### src/rtl/adc_seq_ctrl.sv
module adc_seq_ctrl #(
  parameter int PRESC_W   = 3,
  parameter int MUX_W     = 3,
  parameter int DESC_W    = 16,
  parameter int NORM_LEN  = 13,
  parameter int FIRST_LEN = 25
) (
  input  logic                  clk,
  input  logic                  rst_n,
  input  logic                  csr_wr,
  input  logic [PRESC_W+4:0]    csr_wdata,
  input  logic [MUX_W-1:0]      mux_sel,
  input  logic                  desc_wr,
  input  logic [MUX_W-1:0]      desc_idx,
  input  logic [DESC_W-1:0]     desc_wdata,
  input  logic                  rd_lo,
  input  logic                  rd_hi,
  output logic [PRESC_W+4:0]    csr_rdata,
  output logic                  trig_pulse,
  output logic [DESC_W-1:0]     trig_desc,
  output logic                  done_pulse,
  output logic                  irq,
  output logic [1:0]            rd_state
);
  localparam int NUM_MUX = 1 << MUX_W;
  localparam int DIV_W   = (1 << PRESC_W) - 1;
  localparam int LEN_W   = $clog2(FIRST_LEN + 1);
  localparam int B_IE    = PRESC_W;
  localparam int B_IF    = PRESC_W + 1;
  localparam int B_AT    = PRESC_W + 2;
  localparam int B_ST    = PRESC_W + 3;
  localparam int B_EN    = PRESC_W + 4;
  localparam logic [LEN_W-1:0] FIRST_LIM = LEN_W'(FIRST_LEN - 1);
  localparam logic [LEN_W-1:0] NORM_LIM  = LEN_W'(NORM_LEN - 1);

  logic               en_q, st_q, at_q, if_q, ie_q, first_q;
  logic [PRESC_W-1:0] ps_q;
  logic [DIV_W-1:0]   div_lim_q, pre_cnt_q, div_lim_new;
  logic [LEN_W-1:0]   len_lim_q, adc_cnt_q;
  logic               trig_q, done_q;
  logic [DESC_W-1:0]  trig_desc_q;
  logic [1:0]         rd_q;
  logic [DESC_W-1:0]  desc_mem [NUM_MUX];
  logic [PRESC_W-1:0] ps_eff;

  wire en_rise  = csr_wr &  csr_wdata[B_EN] & ~en_q;
  wire en_fall  = csr_wr & ~csr_wdata[B_EN] &  en_q;
  wire start_go = csr_wr & csr_wdata[B_EN] & csr_wdata[B_ST] & ~st_q;
  wire tick     = st_q & (pre_cnt_q == div_lim_q);
  wire finish   = tick & (adc_cnt_q == len_lim_q) & ~en_fall;

  assign ps_eff = (csr_wdata[PRESC_W-1:0] == '0) ? PRESC_W'(1) : csr_wdata[PRESC_W-1:0];

  always_comb begin
    for (int i = 0; i < DIV_W; i++)
      div_lim_new[i] = (i < int'(ps_eff));
  end

  always_ff @(posedge clk) begin
    if (!rst_n) begin
      en_q <= 1'b0; at_q <= 1'b0; ie_q <= 1'b0; ps_q <= '0;
    end else if (csr_wr) begin
      en_q <= csr_wdata[B_EN];
      at_q <= csr_wdata[B_AT];
      ie_q <= csr_wdata[B_IE];
      ps_q <= csr_wdata[PRESC_W-1:0];
    end
  end

  always_ff @(posedge clk) begin
    if (!rst_n)                          if_q <= 1'b0;
    else if (finish)                     if_q <= 1'b1;
    else if (csr_wr && csr_wdata[B_IF])  if_q <= 1'b0;
  end

  always_ff @(posedge clk) begin
    if (!rst_n)        first_q <= 1'b0;
    else if (en_rise)  first_q <= 1'b1;
    else if (finish)   first_q <= 1'b0;
  end

  always_ff @(posedge clk) begin
    if (!rst_n)                  st_q <= 1'b0;
    else if (en_fall || finish)  st_q <= 1'b0;
    else if (start_go)           st_q <= 1'b1;
  end

  always_ff @(posedge clk) begin
    if (!rst_n) begin
      pre_cnt_q <= '0; adc_cnt_q <= '0; div_lim_q <= '0; len_lim_q <= '0;
    end else if (start_go) begin
      pre_cnt_q <= '0;
      adc_cnt_q <= '0;
      div_lim_q <= div_lim_new;
      len_lim_q <= (en_rise || first_q) ? FIRST_LIM : NORM_LIM;
    end else if (st_q) begin
      if (tick) begin
        pre_cnt_q <= '0;
        adc_cnt_q <= adc_cnt_q + 1'b1;
      end else begin
        pre_cnt_q <= pre_cnt_q + 1'b1;
      end
    end
  end

  always_ff @(posedge clk) begin
    if (!rst_n) begin
      for (int i = 0; i < NUM_MUX; i++) desc_mem[i] <= '0;
    end else if (desc_wr) begin
      desc_mem[desc_idx] <= desc_wdata;
    end
  end

  always_ff @(posedge clk) begin
    if (!rst_n) begin
      trig_q <= 1'b0; trig_desc_q <= '0; done_q <= 1'b0;
    end else begin
      trig_q <= start_go;
      done_q <= finish;
      if (start_go) trig_desc_q <= desc_mem[mux_sel];
    end
  end

  always_ff @(posedge clk) begin
    if (!rst_n)                       rd_q <= 2'd0;
    else if (finish)                  rd_q <= 2'd0;
    else if (rd_hi)                   rd_q <= 2'd2;
    else if (rd_lo && rd_q == 2'd0)   rd_q <= 2'd1;
  end

  assign csr_rdata  = {en_q, st_q, at_q, if_q, ie_q, ps_q};
  assign irq        = if_q & ie_q;
  assign trig_pulse = trig_q;
  assign trig_desc  = trig_desc_q;
  assign done_pulse = done_q;
  assign rd_state   = rd_q;
endmodule

### config.mk
export PLATFORM = sky130hd
export DESIGN_NAME = adc_seq_ctrl
export DESIGN_NICKNAME = d
export VERILOG_FILES = /design/src/rtl/adc_seq_ctrl.sv
export SDC_FILE = /design/constraint.sdc
export NUM_CORES = 1
export LEC_CHECK = 0
export CORE_MARGIN = 3
export CORE_UTILIZATION = 59
export DETAILED_ROUTE_END_ITERATION = 12
export DONT_BUFFER_PORTS = 1
export GPL_ROUTABILITY_DRIVEN = 0
export PLACE_DENSITY = 0.85
export SLEW_MARGIN = 5
export SYNTH_ARGS = -nofsm -noshare
export SYNTH_HDL_FRONTEND = slang
export SYNTH_SLANG_ARGS = --single-unit
### constraint.sdc
create_clock -name clk -period 2.2 [get_ports clk]
set_input_delay 0 -clock clk [delete_from_list [all_inputs] [get_ports clk]]
set_output_delay 0 -clock clk [all_outputs]
set_load 0.005 [all_outputs]
==> results.md <==
* Clock Latency Late Sink at 0.42 ns
* Placement Setup Slack at 0.565 ns
* Area fraction of the dominant cell type after synthesis at 49.7%
* Dpl cell area at 0.00794 mm^2
* Seq/Total Area, Yosys at 63.0%
* Initial antenna violation count at 0
* Vias at 4905
* Inserted Diodes at 0
* Nets@finish at 653
* RR Startpoint: pre_cnt_q[3]
* Avg Vias per Cell at 6.16
* CP Data Required Time at 2.51 ns
* Yosys reg bits at 179
* Core Footprint at 0.0127 mm^2
* Synth cell types at 41
* Detailed Route WL at 18300 um
* Async SR Flop Fraction at 0%
* Pre-Repair DR Iteration Count at 6
* Hold-critical path depth at 3
* Reg power frac at 52.8%
* Period Utilization, post-route at 92.8%
* Simple-gate area share of the yosys netlist at 17.1%
* First-pass GRT wire length at 28700 um
* Yosys top cell by area: edfxtp_1
* Cell area power density at 831 mW/mm^2
* R2R cell count at 6
* Hold Startpoint: mux_sel[0]
* Layout area overhead at 14.6%
* Worst R2R End: first_q
* Arrival time worst endpoint at 2.35 ns
* CTS tree: done
* Static leakage at 3.15 nW
* Tot GR Track Use at 26.9%
* Slew Viols, Final at 0
* Number of synthesized flops with an enable pin at 128
* CTS Buffer Depth at 2
* Clk pwr share at 40.0%
* Main synth FF type: edfxtp_1
* Clk sinks at 179
* Post-CTS Setup Inserts at 0
* Die height at 120 um
* Pint at 5.78 mW
* Final setup viols at 0
* Synth Area in Adders at 0.486%
* Synth Cell Area at 0.00773 mm^2
* Share of cells above drive strength 1 at 14.1%
* Unrepaired setup endpoints after global routing: false
* Post-Syn Area per Cell at 13.4 um^2
* Hold worst-path end: trig_desc[6]
* Slew headroom at 39.1%
* Top post-synthesis cells by area: edfxtp_1 (50%), dfxtp_1 (13%), and2_1 (11%)
* Die width at 120 um
* Post-synthesis mux area share at 9.97%
* Hpwl dp at 11000 um
* Max H-tree Level at 4
* Post-Syn Instances at 575
* Psw at 1.57 mW
* Flop2flop setup slack at 0.16 ns
* Final ANT Viol Nets at 0
* Most frequent cells in the layout: and2_1 (130), edfxtp_1 (128), dfxtp_1 (51), nor2_1 (40), mux4_2 (32)
* Die ar. at 0.0145 mm^2
* Ys Warns at 0
* Initial Utilization at 60.7%
* Max cap viols at 0
* CP Capture Type: flop
* DRT iter0 DRCs at 640
* DR DRC count at 0
* Post-route minimum period at 2.04 ns
* Crit path max fanout at 13
* Hold Path Class: primary input to flop
* Row cnt at 41
* Drt wl/cell at 23.0 um
* CTS buffer count at 17
* Largest net degree at the start of global routing at 30
* CP Class: flop to flop
* Startpoint types: flop
* Post-Syn Nets at 614
* Vias in the first global route at 5098
* Outcome: finished, final reports clean
* I/O pin cnt at 65
* Largest family of logic cells by synthesized area: simple AND/OR/NAND/NOR gates
* Post-Synth XOR/XNOR Area at 1.81%
* Maximum vdd drop at 0.620 mV
* Final worst clock skew at 0.00577 ns
* Commonest non-fill, non-tap cell in the layout: and2_1
* # port buffers at 0
* Worst slew pin tran at 0.907 ns
* Post-layout instance area at 0.00885 mm^2
* Total negative slack at 0 ns
* Clock slew at reported path FFs at 0.06 ns
* Synth Area in Compound Gates at 4.99%
* Sw frac at 21.4%
* F_max at 0.490 GHz
* Final hold viol count at 0
* Worst Slack Setup Final at 0.159 ns
* Root Driver: clkbuf_16
* Global route overflow at 0
* Combinational Power Share at 7.2%
-- what timing repair did --
action	CTS	global route
setup endpoints to repair	0	2
resized for setup	0	2
hold buffers	33	0
hold endpoints to repair	181	0
-- synthesized netlist by cell type (10+ instances only) --
| cell | count |
|---|---|
| clkbuf_1 | 14 |
| and2_1 | 130 |
| buf_2 | 12 |
| xnor2_1 | 12 |
| nor3_1 | 10 |
| nor2_1 | 40 |
| o22ai_1 | 16 |
| edfxtp_1 | 128 |
| mux4_2 | 32 |
| nand2_1 | 14 |
| dfxtp_1 | 51 |
| a21oi_1 | 12 |
| o21ai_0 | 26 |
-- metal layers --
metal,up-vias,track usage (%),share of wire [%]
met5,-,0,0
met4,0,11.1,2.9
met3,48,6.45,8.8
met2,289,46.0,52
met1,2404,33.0,36
li1,2164,-,-
-- logic make-up (layout without fill, tap and decap cells) --
family	after synthesis	in the layout
xor gates and xnor gates	16	16
AOI/OAI and AO/OA	67	67
muxes	37	37
DFF	179	179
and+or+nand+nor	230	230
adders and majority gates	3	3
buffers and inverters	43	92
-- final cells by class --
cell class,instances,area (um^2)
Inverter,6,22.5
Fill cell,847,3870
Multi-Input combinational cell,353,2660
Timing Repair Buffer,57,526
Tap cell,172,215
Clock buffer,17,425
Sequential cell,179,4860
Clock inverter,12,143
-- worst max path at each step --
stage | from | endpoint | slack, ns | cells past startpoint
6_report | pre_cnt_q[3] | first_q | 0.16 | 6
5_1_grt | pre_cnt_q[3] | first_q | 0.03 | 6
4_1_cts | rst_n | rd_state[0] | 0.002 | 4
3_5_place_dp | st_q | trig_desc[0] | 0.57 | 6
3_3_place_gp | pre_cnt_q[3] | adc_cnt_q[3] | 0.64 | 5
2_1_floorplan | rst_n | desc_mem[3][0] | 0.20 | 3
-- critical path, stage by stage, from the launching register on --
cell,delay [ns]
dfxtp_1,0.43
xnor2_1,0.16
nand4_1,0.11
buf_4,0.22
nor3_1,0.32
a21oi_1,0.11
dlygate4sd3_1,0.57
-- through the flow --
step	instances	utilization, %	hold WS (ns)	power (mW)
2_1_floorplan	575	-	0.0785	4.25
3_3_place_gp	734	62.4	0.0815	4.33
3_5_place_dp	734	62.4	0.0919	4.36
4_1_cts	796	69.5	0.00128	7.38
5_1_grt	796	69.6	0.0129	7.58
6_report	796	69.6	0.0142	7.36
-- power groups by stage --
stage,clock [mW],combinational [mW],sequential [mW]
floorplan,0,0.335,3.91
global placement,0,0.393,3.93
detailed placement,0,0.406,3.95
CTS,2.98,0.518,3.88
global route,3.12,0.562,3.90
finish,2.95,0.527,3.88
-- flip-flops by register name, summed over array words and instances (netlist names), 2 cells and up --
register	cells
adc_cnt_q	5
desc_mem	128
div_lim_q	7
len_lim_q	3
pre_cnt_q	7
ps_q	3
rd_state	2
trig_desc	16
Note: power is estimated with default switching activity, not from simulation.
